==> config.mk <==
export PLATFORM = sky130hd
export DESIGN_NAME = gated_timer16
export DESIGN_NICKNAME = d
export VERILOG_FILES = /design/src/rtl/gtmr_pkg.sv /design/src/rtl/gtmr_gate_qual.sv /design/src/rtl/gtmr_prescaler.sv /design/src/rtl/gtmr_counter.sv /design/src/rtl/gated_timer16.sv
export SDC_FILE = /design/constraint.sdc
export NUM_CORES = 1
export LEC_CHECK = 0
export CELL_PAD_IN_SITES_DETAIL_PLACEMENT = 1
export CELL_PAD_IN_SITES_GLOBAL_PLACEMENT = 1
export CORE_ASPECT_RATIO = 0.5
export CORE_MARGIN = 3
export CORE_UTILIZATION = 51
export CTS_BUF_LIST = sky130_fd_sc_hd__clkbuf_4 sky130_fd_sc_hd__clkbuf_8
export DETAILED_ROUTE_END_ITERATION = 16
export DONT_BUFFER_PORTS = 1
export PLACE_DENSITY = 0.95
export SYNTH_ARGS = -nofsm -noshare
export SYNTH_HDL_FRONTEND = slang
export SYNTH_SLANG_ARGS = --single-unit
export TNS_END_PERCENT = 50
==> constraint.sdc <==
create_clock -name clk -period 4.6 [get_ports clk]
set_clock_uncertainty 0.1 [all_clocks]
set_input_delay 0.46 -clock clk [delete_from_list [all_inputs] [get_ports clk]]
set_output_delay 0.46 -clock clk [all_outputs]
set_load 0.01 [all_outputs]
==> src/rtl/gtmr_pkg.sv <==
package gtmr_pkg;

    typedef enum logic [1:0] {
        REG_CNT_LO = 2'd0,
        REG_CNT_HI = 2'd1,
        REG_CTRL   = 2'd2,
        REG_STAT   = 2'd3
    } reg_sel_e;

    typedef enum logic [1:0] {
        GSRC_PIN   = 2'd0,
        GSRC_T8OVF = 2'd1,
        GSRC_CMP1  = 2'd2,
        GSRC_CMP2  = 2'd3
    } gate_src_e;

    // bit 0 run, [2:1] prescale select, 3 gate enable, 4 polarity, [6:5] source
    typedef struct packed {
        gate_src_e  gsrc;
        logic       gpol;
        logic       gen;
        logic [1:0] psel;
        logic       run;
    } ctrl_t;

    localparam int CTRL_W = $bits(ctrl_t);

endpackage

==> src/rtl/gtmr_gate_qual.sv <==
module gtmr_gate_qual #(
    parameter int NUM_SRC = 4,
    localparam int SRC_W = $clog2(NUM_SRC)
) (
    input  logic               tick,
    input  logic               run,
    input  logic               gate_en,
    input  logic               gate_pol,
    input  logic [SRC_W-1:0]   gate_sel,
    input  logic [NUM_SRC-1:0] gate_srcs,
    output logic               qual_tick
);
    logic raw_gate;
    logic gate_open;

    always_comb begin
        raw_gate  = gate_srcs[gate_sel];
        gate_open = gate_pol ? raw_gate : ~raw_gate;
        qual_tick = tick && run && (!gate_en || gate_open);
    end

endmodule

==> src/rtl/gtmr_prescaler.sv <==
module gtmr_prescaler #(
    parameter int PS_SEL_W = 2,
    localparam int PC_W = (1 << PS_SEL_W) - 1
) (
    input  logic                clk,
    input  logic                rst_n,
    input  logic [PS_SEL_W-1:0] psel,
    input  logic                adv,
    input  logic                clr,
    output logic                pulse
);
    logic [PC_W-1:0] phase_q;
    logic [PC_W-1:0] phase_d;
    logic [PC_W-1:0] last_phase;

    always_comb begin
        last_phase = PC_W'((1 << psel) - 1);
        pulse      = adv && (phase_q >= last_phase);
        if (clr)
            phase_d = '0;
        else if (pulse)
            phase_d = '0;
        else if (adv)
            phase_d = phase_q + PC_W'(1);
        else
            phase_d = phase_q;
    end

    always_ff @(posedge clk) begin
        if (!rst_n)
            phase_q <= '0;
        else
            phase_q <= phase_d;
    end

    assert_clear_R3: assert property (@(posedge clk) disable iff (!rst_n)
        clr |=> phase_q == '0);

    assert_freeze_R4: assert property (@(posedge clk) disable iff (!rst_n)
        (!adv && !clr) |=> $stable(phase_q));

    assert_div1_R2: assert property (@(posedge clk) disable iff (!rst_n)
        (adv && psel == '0) |-> pulse);

endmodule

==> src/rtl/gtmr_counter.sv <==
module gtmr_counter #(
    parameter int BYTE_W = 8,
    localparam int CNT_W = 2 * BYTE_W
) (
    input  logic              clk,
    input  logic              rst_n,
    input  logic              inc,
    input  logic              wr_lo,
    input  logic              wr_hi,
    input  logic [BYTE_W-1:0] wdata,
    output logic [CNT_W-1:0]  count,
    output logic              wrap
);
    logic [CNT_W-1:0] bumped;
    logic [CNT_W-1:0] base;
    logic [CNT_W-1:0] count_d;

    always_comb begin
        bumped  = count + CNT_W'(1);
        base    = inc ? bumped : count;
        wrap    = inc && (&count);
        count_d = base;
        if (wr_lo) count_d[BYTE_W-1:0]     = wdata;
        if (wr_hi) count_d[CNT_W-1:BYTE_W] = wdata;
    end

    always_ff @(posedge clk) begin
        if (!rst_n)
            count <= '0;
        else
            count <= count_d;
    end

    assert_step_R2: assert property (@(posedge clk) disable iff (!rst_n)
        (inc && !wr_lo && !wr_hi) |=> count == $past(count) + CNT_W'(1));

    assert_hold_R4: assert property (@(posedge clk) disable iff (!rst_n)
        (!inc && !wr_lo && !wr_hi) |=> $stable(count));

    assert_lo_write_R10: assert property (@(posedge clk) disable iff (!rst_n)
        wr_lo |=> count[BYTE_W-1:0] == $past(wdata));

    assert_hi_write_R10: assert property (@(posedge clk) disable iff (!rst_n)
        wr_hi |=> count[CNT_W-1:BYTE_W] == $past(wdata));

endmodule

==> src/rtl/gated_timer16.sv <==
module gated_timer16
    import gtmr_pkg::*;
#(
    parameter int BYTE_W   = 8,
    parameter int PS_SEL_W = 2,
    parameter int NUM_SRC  = 4,
    localparam int CNT_W   = 2 * BYTE_W
) (
    input  logic              clk,
    input  logic              rst_n,
    input  logic              tick_in,
    input  logic              gate_pin,
    input  logic              t8_ovf,
    input  logic              cmp1_in,
    input  logic              cmp2_in,
    input  logic              reg_wr,
    input  logic [1:0]        reg_addr,
    input  logic [BYTE_W-1:0] reg_wdata,
    output logic [BYTE_W-1:0] reg_rdata,
    output logic [CNT_W-1:0]  count_value,
    output logic              ovf_flag
);
    ctrl_t ctrl_q;
    logic  flag_q;
    logic  wr_lo, wr_hi, wr_ctrl, wr_stat, flag_clr;
    logic  qual_tick, ps_pulse, wrap;
    logic [NUM_SRC-1:0] gate_srcs;

    always_comb begin
        wr_lo    = reg_wr && (reg_sel_e'(reg_addr) == REG_CNT_LO);
        wr_hi    = reg_wr && (reg_sel_e'(reg_addr) == REG_CNT_HI);
        wr_ctrl  = reg_wr && (reg_sel_e'(reg_addr) == REG_CTRL);
        wr_stat  = reg_wr && (reg_sel_e'(reg_addr) == REG_STAT);
        flag_clr = wr_stat && reg_wdata[0];
        gate_srcs = '0;
        gate_srcs[GSRC_PIN]   = gate_pin;
        gate_srcs[GSRC_T8OVF] = t8_ovf;
        gate_srcs[GSRC_CMP1]  = cmp1_in;
        gate_srcs[GSRC_CMP2]  = cmp2_in;
    end

    gtmr_gate_qual #(.NUM_SRC(NUM_SRC)) u_gate (
        .tick      (tick_in),
        .run       (ctrl_q.run),
        .gate_en   (ctrl_q.gen),
        .gate_pol  (ctrl_q.gpol),
        .gate_sel  (ctrl_q.gsrc),
        .gate_srcs (gate_srcs),
        .qual_tick (qual_tick)
    );

    gtmr_prescaler #(.PS_SEL_W(PS_SEL_W)) u_ps (
        .clk   (clk),
        .rst_n (rst_n),
        .psel  (ctrl_q.psel),
        .adv   (qual_tick),
        .clr   (wr_lo || wr_hi),
        .pulse (ps_pulse)
    );

    gtmr_counter #(.BYTE_W(BYTE_W)) u_cnt (
        .clk   (clk),
        .rst_n (rst_n),
        .inc   (ps_pulse),
        .wr_lo (wr_lo),
        .wr_hi (wr_hi),
        .wdata (reg_wdata),
        .count (count_value),
        .wrap  (wrap)
    );

    always_ff @(posedge clk) begin
        if (!rst_n) begin
            ctrl_q <= '0;
            flag_q <= 1'b0;
        end else begin
            if (wr_ctrl)
                ctrl_q <= ctrl_t'(reg_wdata[CTRL_W-1:0]);
            if (wrap)
                flag_q <= 1'b1;
            else if (flag_clr)
                flag_q <= 1'b0;
        end
    end

    assign ovf_flag = flag_q;

    always_comb begin
        unique case (reg_sel_e'(reg_addr))
            REG_CNT_LO: reg_rdata = count_value[BYTE_W-1:0];
            REG_CNT_HI: reg_rdata = count_value[CNT_W-1:BYTE_W];
            REG_CTRL:   reg_rdata = BYTE_W'(ctrl_q);
            REG_STAT:   reg_rdata = BYTE_W'(flag_q);
            default:    reg_rdata = '0;
        endcase
    end

    assert_flag_set_R8: assert property (@(posedge clk) disable iff (!rst_n)
        wrap |=> ovf_flag);

    assert_flag_sticky_R9: assert property (@(posedge clk) disable iff (!rst_n)
        (ovf_flag && !flag_clr) |=> ovf_flag);

    assert_stopped_R4: assert property (@(posedge clk) disable iff (!rst_n)
        (!ctrl_q.run && !wr_lo && !wr_hi) |=> $stable(count_value));

    assert_flag_rise_R8: assert property (@(posedge clk) disable iff (!rst_n)
        $rose(ovf_flag) |-> $past(count_value) == '1);

endmodule

==> metrics.csv, run 1 <==
stage;metric;value;unit
status;outcome;finished clean;
clock_network;clock insertion delay at the later pin of the skew report;0.28;ns
die;Die Width;87.1;µm
worst_setup_path;worst r2r dst;u_cnt.count[12];
worst_setup_path;Largest delay share family, worst path;simple AND/OR/NAND/NOR gates;
synthesis;Yosys top cell area share;0.322;
sta;Tcrit/Tclk final;0.651;
sta;Max-Slew Margin vs Limit;0.262;
power;Pwr Total;0.457;mW
routing;DRT Pass-1 Iters;6;
die;num ports;43;
global_route;vias in the first global route;1701;
power;worst vdd ir;165;µV
routing;vias per cell;7.29;
clock_network;# Post-CTS Setup Buffers;0;
finish;share of cells above drive strength 1;0.0498;
worst_setup_path;cell mode on critical path;a31oi_1;
worst_setup_path;Crit Path Max Fanout;18;
die;chip height;46.6;µm
synthesis;syn_area_per_cell;8.11;µm²
sta;unrepaired setup endpoints after global routing;no;
synthesis;Synthesized Nets;230;
die;initial core utilization;0.548;
hold_path;Hold Path Class;in -> reg;
global_route;global route overflow;0;
routing;DRT Wirelength;6060;µm
synthesis;Synth Flop Type;dfxtp_1;
global_route;GRT Util Overall;0.315;
synthesis;most common cell in the synthesized netlist;dfxtp_1;
sta;count of final hold-check violations;0;
finish;Antenna Cells;0;
clock_network;htree depth;1;
global_route;antenna violations before repair;0;
finish;Finished Layout Cells;241;
synthesis;number of synthesized flops with an enable pin;0;
place;Inst Count DP;237;
worst_setup_path;max incr delay on CP;0.66;ns
sta;WHS;0.199;ns
flow_run;max-cap violations;0;
routing;Initial DRC Count;181;
worst_setup_path;R2R cell count;7;
global_route;largest net degree at the start of global routing;26;
clock_network;root buffer cell;clkbuf_8;
routing;wire per inst;25.1;µm
synthesis;cell accounting for the most synthesized area;dfxtp_1;
finish;area grow syn2layout;3.50;%
synthesis;Netlist cell types;38;
routing;vias;1758;
synthesis;synth top area cells;dfxtp_1 32%, o21ai_0 7.5%, mux2i_1 7.2%;
sta;Fmax achieved;334;MHz
worst_setup_path;crit path DAT;3.08;ns
die;die area;4060;µm²
place;Routability Congestion;0.785;
worst_setup_path;worst path required time;4.68;ns
synthesis;Yosys reg bits;27;
clock_network;cts hold-fix bufs;0;
sta;setup TNS;0;ns
routing;post-route antenna net violation count;0;
clock_network;CTS tree;done;
synthesis;Post-Synthesis Cell Area;1680;µm²
sta;Setup Viol. Count Final;0;
clock_network;Longest Clk Path Bufs;2;
sta;Period minus WS final;3.00;ns
clock_network;number of cells upsized or downsized after cts;0;
synthesis;Synth top cells by count;27 x dfxtp_1, 25 x o21ai_0, 23 x nand2_1;
worst_setup_path;slowest CP cell;or3_1;
place;Port Buffers;0;
clock_network;Worst-path clk slew;0.09;ns
hold_path;WHS Path Cells;1;
worst_setup_path;WP buf/inv;0;
hold_path;min-delay src;rst_n;
place;DPL Wire Length;4020;µm
worst_setup_path;internal reg-to-reg setup slack;1.60;ns
hold_path;Worst Hold End;ovf_flag;
synthesis;Seq/Total Area, Yosys;0.322;
die;row cnt;14;
worst_setup_path;Setup Crit Path Kind;reg -> reg;
finish;nets@finish;225;
sta;Worst Tran Pin Value;1.10;ns
worst_setup_path;Critical Path, Cell by Cell;or2_2 -> ha_1 -> nand2b_1 -> a31oi_1 -> or3_1 -> or4_1 -> a31oi_1;
power;PwrDens;263;nW/µm²
worst_setup_path;critical path startpoint category;flop;
worst_setup_path;CP endpoint kind;flop;
worst_setup_path;reg2reg start;ctrl_q[2];
global_route;global-route wire length before repair;9360;µm
routing;number of remaining DRC errors;0;
synthesis;Async S/R FF share, synth;0;
power;Leak;0.561;nW
synthesis;Synth Instances;207;
clock_network;CTS buffer count;3;
sta;Final Max Slew Viols;0;
synthesis;synth warn;0;
die;core area;3070;µm²
clock_network;Num Clock Sinks;27;
==> worst max-delay path by stage <==
stage / start / to / slack [ns] / depth (start not counted)
floorplan: ctrl_q[2] / u_cnt.count[14] / 2.20 / 8
global placement: ctrl_q[2] / u_cnt.count[14] / 1.93 / 7
detailed placement: ctrl_q[2] / u_cnt.count[6] / 1.79 / 7
CTS: ctrl_q[2] / u_cnt.count[12] / 1.64 / 7
global route: ctrl_q[2] / u_cnt.count[12] / 1.47 / 7
finish: ctrl_q[2] / u_cnt.count[12] / 1.60 / 7
==> metrics by stage <==
step / utilization / area [µm²] / setup WS, ns
3_5_place_dp: 0.551 / 1690 / 1.79
6_report: 0.567 / 1740 / 1.60
3_3_place_gp: 0.551 / 1690 / 1.93
2_1_floorplan: - / 1680 / 2.20
5_1_grt: 0.567 / 1740 / 1.47
4_1_cts: 0.567 / 1740 / 1.64
==> cell usage in the layout, fill, tap and decap left out, types with 2 or more instances in the layout <==
cell type / count
nor2b_1: 2
and4_1: 6
nor3_1: 3
o31ai_1: 7
a21boi_0: 7
and2_1: 4
o21ai_0: 25
nand3_1: 12
nand2_1: 23
a21bo_2: 2
nand4_1: 4
a31oi_1: 11
clkbuf_8: 3
dfxtp_1: 27
or4_1: 6
xnor2_1: 3
ha_1: 5
nand2b_1: 2
inv_1: 4
or3_1: 3
a211oi_1: 2
a21oi_1: 6
nor2_1: 4
nand3b_1: 5
mux2i_1: 12
nor4_1: 3
==> per-layer routing <==
| metal | wire [µm] | global-route usage |
|---|---|---|
| met5 | 0 | 0 |
| met4 | 219 | 0.135 |
| met2 | 2760 | 0.501 |
| met3 | 663 | 0.109 |
| met1 | 2410 | 0.394 |
==> logic make-up (layout without fill, tap and decap cells) <==
kind of cell	count (synthesis)	after routing	share of synthesized area
simple gates	82	82	0.274
fa+ha+maj	5	5	0.0373
mux	14	14	0.0917
flops	27	27	0.322
buf+inv	14	8	0.0328
xor+xnor	3	3	0.0157
compound gates	62	62	0.227
==> area by class of cell <==
type | instances | area (µm²)
inverters | 4 | 15.0
well taps | 40 | 50.0
multi-input cells | 166 | 1080
clock buffers | 4 | 48.8
flip-flops and latches | 27 | 541
fillers | 382 | 1330
==> flip-flops by register name, indices dropped and copies added (netlist names) <==
name	flops
u_cnt.count	16
ctrl_q	7
ovf_flag	1
u_ps.phase_q	3
==> worst reg2reg max path: stages, from the launching register on <==
cell      delay (ns)
dfxtp_1         0.35
or2_2           0.30
ha_1            0.27
nand2b_1        0.09
a31oi_1         0.26
or3_1           0.67
or4_1           0.60
a31oi_1         0.28
==> report_power, final <==
part	leakage (nW)	switching [mW]	total [mW]	internal, mW
combinational	0.315	0.0293	0.0488	0.0195
clock	0.0262	0.0767	0.145	0.0682
sequential	0.220	0.0202	0.263	0.243
No activity file was read; power rests on OpenSTA's default activity.
==> run 2: changes to the inputs <==
- CORE_UTILIZATION: 51 -> 43
- PLACE_DENSITY: 0.95 -> 0.89
- clock period: 4.6 -> 2.5 ns (I/O delays scaled with it)
==> metrics.csv, run 2 (synthesis gave the netlist of run 1 again) <==
stage;metric;value;unit;change
power;Clock Power Share;0.317;;about the same
sta;setup TNS;0;ns;unchanged
die;Die Width;94.4;µm;+8.3%
power;worst vdd ir;180;µV;+9.0%
routing;DRT Wirelength;5810;µm;-4.0%
hold_path;Hold Path Class;in -> reg;;
hold_path;WHS Path Cells;2;;+1
sta;Max-Slew Margin vs Limit;0.503;;+0.242
worst_setup_path;internal reg-to-reg setup slack;0.1;ns;-1.51 ns
die;initial core utilization;0.468;;-0.0793
sta;Setup Viol. Count Final;0;;unchanged
clock_network;# Post-CTS Setup Buffers;0;;unchanged
clock_network;CTS buffer count;3;;unchanged
power;PwrDens;461;nW/µm²;+75%
finish;# fillers;432;;+13%
finish;Reg area;541;µm²;unchanged
power;Leak;0.623;nW;+11%
worst_setup_path;crit path DAT;2.50;ns;-0.58 ns
global_route;largest net degree at the start of global routing;26;;unchanged
place;DPL Wire Length;4400;µm;+9.3%
finish;design area;1850;µm²;+6.4%
global_route;vias in the first global route;1835;;+7.9%
clock_network;htree depth;1;;unchanged
power;Net Switching;0.235;mW;+86%
sta;count of final hold-check violations;0;;unchanged
sta;Period minus WS final;2.40;ns;-0.594 ns
die;row cnt;15;;+1
routing;vias;1773;;+0.85%
die;core area;3580;µm²;+17%
sta;unrepaired setup endpoints after global routing;no;;
clock_network;Worst-path clk slew;0.10;ns;about the same
routing;number of remaining DRC errors;0;;unchanged
finish;Largest Register;u_cnt.count;;
clock_network;root buffer cell;clkbuf_8;;
clock_network;Longest Clk Path Bufs;2;;unchanged
place;Routability Congestion;0.874;;+11%
sta;Final Max Slew Viols;0;;unchanged
sta;post-route setup slack;0.0986;ns;-1.51 ns
die;num ports;43;;unchanged
sta;Tcrit/Tclk final;0.961;;+0.309
power;power share of the sequential group;0.563;;-0.013
power;Combinational Power Share;0.120;;+0.013
power;internal power;0.618;mW;+87%
place;pre-CTS setup slack;0.0229;ns;-1.77 ns
status;outcome;finished clean;;
global_route;antenna violations before repair;0;;unchanged
worst_setup_path;R2R cell count;7;;unchanged
die;die area;4740;µm²;+17%
clock_network;CTS tree;done;;
clock_network;clock insertion delay at the later pin of the skew report;0.28;ns;about the same
die;chip height;50.2;µm;+7.8%
finish;biggest regs;u_cnt.count: 16 flops, ctrl_q: 7 flops, u_ps.phase_q: 3 flops;;
global_route;global route overflow;0;;unchanged
finish;area of the multi-input gates;1090;µm²;+0.46%
finish;nets@finish;237;;+5.3%
power;Switching Share;0.275;;-0.00114
routing;wire per inst;22.0;µm;-12%
worst_setup_path;Setup Crit Path Kind;reg -> reg;;
finish;area grow syn2layout;10.1;%;
finish;share of cells above drive strength 1;0.103;;+0.0535
flow_run;max-cap violations;0;;unchanged
routing;post-route antenna net violation count;0;;unchanged
global_route;GRT Util Overall;0.258;;-0.0570
place;Port Buffers;0;;unchanged
clock_network;Num Clock Sinks;27;;unchanged
routing;Initial DRC Count;138;;-24%
worst_setup_path;reg2reg start;ctrl_q[2];;
sta;Fmax achieved;416;MHz;+25%
worst_setup_path;Crit Path Max Fanout;11;;-7
finish;Antenna Cells;0;;unchanged
worst_setup_path;worst path required time;2.60;ns;-2.08 ns
finish;max reg flops;16;;unchanged
routing;vias per cell;6.72;;-7.9%
global_route;global-route wire length before repair;9370;µm;about the same
place;Placed Area;1790;µm²;+5.7%
hold_path;min-delay src;rst_n;;
worst_setup_path;critical path startpoint category;flop;;
finish;leading cell type in the layout, fill and taps excluded;dfxtp_1;;
worst_setup_path;CP endpoint kind;flop;;
worst_setup_path;worst r2r dst;u_cnt.count[14];;
sta;Worst Tran Pin Value;0.745;ns;-0.352 ns
hold_path;Worst Hold End;u_cnt.count[15];;
finish;commonest non-fill, non-tap cells in the layout;27 x dfxtp_1, 25 x o21ai_0, 23 x nand2_1;;
routing;DRT Pass-1 Iters;4;;-2
-- run 2: cell types whose count changed in the layout (fill, tap and decap cells not counted) --
| cell | previous run | this run |
|---|---|---|
| dlygate4sd3_1 | 0 | 1 |
| buf_4 | 0 | 11 |
| or3_1 | 3 | 2 |
| or3_4 | 0 | 1 |
-- run 2: through the flow --
stage	power, mW	utilization	hold slack (ns)	std cells
floorplan	0.559	-	0.288	207
global placement	0.579	0.498	0.278	259
detailed placement	0.587	0.498	0.291	259
CTS	0.846	0.513	0.00762	263
global route	0.881	0.516	0.0100	264
finish	0.853	0.516	0.0120	264
-- run 2: critical path, cell delays in order (launching register included) --
cell and delay [ns]:
dfxtp_1 0.32, or2_2 0.29, ha_1 0.27, nand2b_1 0.10, a31oi_1 0.11, or3_4 0.41
or4_1 0.53, a31oi_1 0.19
-- run 2: cell type report --
cell class,instances,area share
repair buffers,12,0.0501
inverters,4,0.00812
clock buffers,4,0.0264
flip-flops and latches,27,0.292
multi-input cells,166,0.589
well taps,51,0.0345
-- run 2: what timing repair did --
action / in CTS / in global routing
hold endpoints to repair: 0 / 1
gates resized for setup: 1 / 0
setup endpoints to repair: 3 / 0
hold buffers: 0 / 1
-- run 2: power groups by stage --
stage,sequential (mW),clock (mW),combinational [mW]
floorplan,0.481,0,0.0783
global placement,0.488,0,0.0906
detailed placement,0.489,0,0.0977
CTS,0.479,0.268,0.0996
global route,0.483,0.285,0.113
finish,0.480,0.271,0.102
-- run 2: worst max path at each step --
stage / from / endpoint / slack, ns / cells past startpoint
final: ctrl_q[2] / u_cnt.count[14] / 0.1 / 7
after global routing: ctrl_q[2] / u_cnt.count[14] / 0.02 / 7
after CTS: ctrl_q[2] / u_cnt.count[11] / 0.1 / 7
after detailed placement: ctrl_q[2] / u_cnt.count[11] / 0.02 / 7
after global placement: ctrl_q[2] / u_cnt.count[4] / 0.15 / 8
after floorplan: ctrl_q[2] / u_cnt.count[14] / 0.10 / 8
-- run 2: per-layer routing --
layer  routed length, µm  share of wire  vias to the layer above  GRT usage
met4                 233          0.040                        0     0.0983
met3                 434          0.075                       26     0.0659
met1                2630           0.45                      862      0.335
met5                   0              0                        -          0
li1                    -              -                      805          -
met2                2520           0.43                       80      0.412
==> run 3: changes to the inputs <==
==> constraint.sdc (replaced) <==
create_clock -name clk -period 2.5 [get_ports clk]
set_clock_uncertainty 0.1 [all_clocks]
set_input_delay 0.5 -clock clk [delete_from_list [all_inputs] [get_ports clk]]
set_output_delay 0.5 -clock clk [all_outputs]
set_load 0.01 [all_outputs]
==> metrics.csv, run 3 (synthesis gave the netlist of run 1 again) <==
stage;metric;value;unit;change
status;outcome;finished clean;;
place;Routability Congestion;0.856;;-2.0%
finish;nets@finish;236;;-0.42%
finish;biggest regs;u_cnt.count: 16 flops, ctrl_q: 7 flops, u_ps.phase_q: 3 flops;;
die;num ports;43;;unchanged
clock_network;# Post-CTS Setup Buffers;0;;unchanged
worst_setup_path;crit path DAT;2.55;ns;+0.05 ns
sta;Worst Tran Pin Value;0.704;ns;-0.0410 ns
global_route;antenna violations before repair;0;;unchanged
sta;Setup Viol. Count Final;0;;unchanged
sta;count of final hold-check violations;0;;unchanged
flow_run;max-cap violations;0;;unchanged
power;PwrDens;463;nW/µm²;+0.29%
sta;Final Max Slew Viols;0;;unchanged
routing;vias per cell;6.68;;-0.53%
hold_path;Hold Path Class;in -> reg;;
routing;vias;1757;;-0.90%
die;chip height;50.2;µm;unchanged
sta;Max-Slew Margin vs Limit;0.531;;+0.0274
sta;unrepaired setup endpoints after global routing;yes;;
routing;DRT Pass-1 Iters;4;;unchanged
finish;commonest non-fill, non-tap cells in the layout;26 x dfxtp_1, 25 x o21ai_0, 23 x nand2_1;;
clock_network;htree depth;1;;unchanged
global_route;GRT Util Overall;0.262;;+0.00426
finish;area grow syn2layout;9.61;%;
clock_network;Num Clock Sinks;27;;unchanged
clock_network;Worst-path clk slew;0.10;ns;about the same
die;row cnt;15;;unchanged
global_route;vias in the first global route;1765;;-3.8%
sta;Tcrit/Tclk final;0.979;;+0.0188
worst_setup_path;Largest delay share family, worst path;simple AND/OR/NAND/NOR gates;;
worst_setup_path;Critical Path, Cell by Cell;or2_2 -> ha_1 -> nand2b_1 -> a31oi_1 -> or3_4 -> or4_1 -> a31oi_1;;
global_route;global-route wire length before repair;9480;µm;+1.2%
sta;setup TNS;0;ns;unchanged
worst_setup_path;critical path startpoint category;flop;;
global_route;global route overflow;0;;unchanged
finish;Largest Register;u_cnt.count;;
clock_network;cts hold-fix bufs;0;;unchanged
die;initial core utilization;0.468;;unchanged
die;Die Width;94.4;µm;unchanged
worst_setup_path;WP buf/inv;0;;unchanged
global_route;largest net degree at the start of global routing;26;;unchanged
clock_network;CTS buffer count;3;;unchanged
routing;post-route antenna net violation count;0;;unchanged
power;Leak;0.619;nW;-0.60%
power;worst vdd ir;221;µV;+23%
worst_setup_path;Crit Path Max Fanout;11;;unchanged
routing;Initial DRC Count;99;;-28%
clock_network;Longest Clk Path Bufs;2;;unchanged
finish;leading cell type in the layout, fill and taps excluded;dfxtp_1;;
worst_setup_path;Setup Crit Path Kind;reg -> reg;;
clock_network;root buffer cell;clkbuf_8;;
worst_setup_path;CP endpoint kind;flop;;
worst_setup_path;slowest CP cell;or4_1;;
routing;number of remaining DRC errors;0;;unchanged
place;DPL Wire Length;4370;µm;-0.58%
place;Inst Count DP;259;;unchanged
clock_network;clock insertion delay at the later pin of the skew report;0.28;ns;about the same
die;die area;4740;µm²;unchanged
sta;Fmax achieved;408;MHz;-1.9%
routing;wire per inst;22.2;µm;+0.98%
die;core area;3580;µm²;unchanged
place;Port Buffers;0;;unchanged
finish;max reg flops;16;;unchanged
worst_setup_path;worst path required time;2.60;ns;about the same
clock_network;CTS tree;done;;
power;Pwr Total;0.851;mW;-0.18%
routing;DRT Wirelength;5850;µm;+0.60%
finish;Antenna Cells;0;;unchanged
finish;Finished Layout Cells;263;;-0.38%
worst_setup_path;cell mode on critical path;a31oi_1;;
finish;share of cells above drive strength 1;0.108;;+0.00520
sta;Period minus WS final;2.45;ns;+0.0471 ns
worst_setup_path;max incr delay on CP;0.52;ns;about the same
run 3: cell count changes in the layout (fill, tap and decap cells not counted):
cell,previous run,this run
dlygate4sd3_1,1,0
dfxtp_2,0,1
dfxtp_1,27,26
run 3: path summary, 6_finish.rpt:
check	endpoint	cells past startpoint	start	slack, ns
min	ovf_flag	1	rst_n	0.24
max	u_cnt.count[12]	7	ctrl_q[2]	0.05
max reg2reg	u_cnt.count[12]	7	ctrl_q[2]	0.05
min reg2reg	u_ps.phase_q[2]	2	u_ps.phase_q[2]	0.42
run 3: what timing repair did:
action / CTS / global route
pin swaps: 0 / 1
endpoints found under the setup margin: 8 / 3
resized for setup: 1 / 1
run 3: cell type report:
cell class | instances | area, µm²
Tap cell | 51 | 63.8
Timing Repair Buffer | 11 | 82.6
Multi-Input combinational cell | 166 | 1090
Clock buffer | 4 | 48.8
Inverter | 4 | 15.0
Fill cell | 441 | 1740
Sequential cell | 27 | 542
run 3: where the power goes:
part	leakage (nW)	switching, mW	internal (mW)
logic	0.373	0.0555	0.0446
registers	0.221	0.0335	0.447
clock network	0.0262	0.145	0.125
run 3: worst reg2reg max path, stage by stage (launching register included):
cell	delay [ns]
dfxtp_2	0.34
or2_2	0.31
ha_1	0.27
nand2b_1	0.10
a31oi_1	0.11
or3_4	0.43
or4_1	0.52
a31oi_1	0.19
run 3: per-layer routing:
layer | global-route usage | part of all wire
met1 | 0.331 | 0.42
met2 | 0.433 | 0.47
met5 | 0 | 0
met3 | 0.0838 | 0.095
met4 | 0.0695 | 0.018
run 3: metrics by stage:
step / cell area [µm²] / util / hold slack (ns) / setup WS [ns]
final: 1840 / 0.513 / 0.243 / 0.0516
after detailed placement: 1790 / 0.498 / 0.398 / -0.00399
after global routing: 1840 / 0.513 / 0.232 / -0.0193
after floorplan: 1680 / - / 0.354 / 0.104
after CTS: 1840 / 0.513 / 0.245 / 0.0513
after global placement: 1790 / 0.498 / 0.386 / 0.147
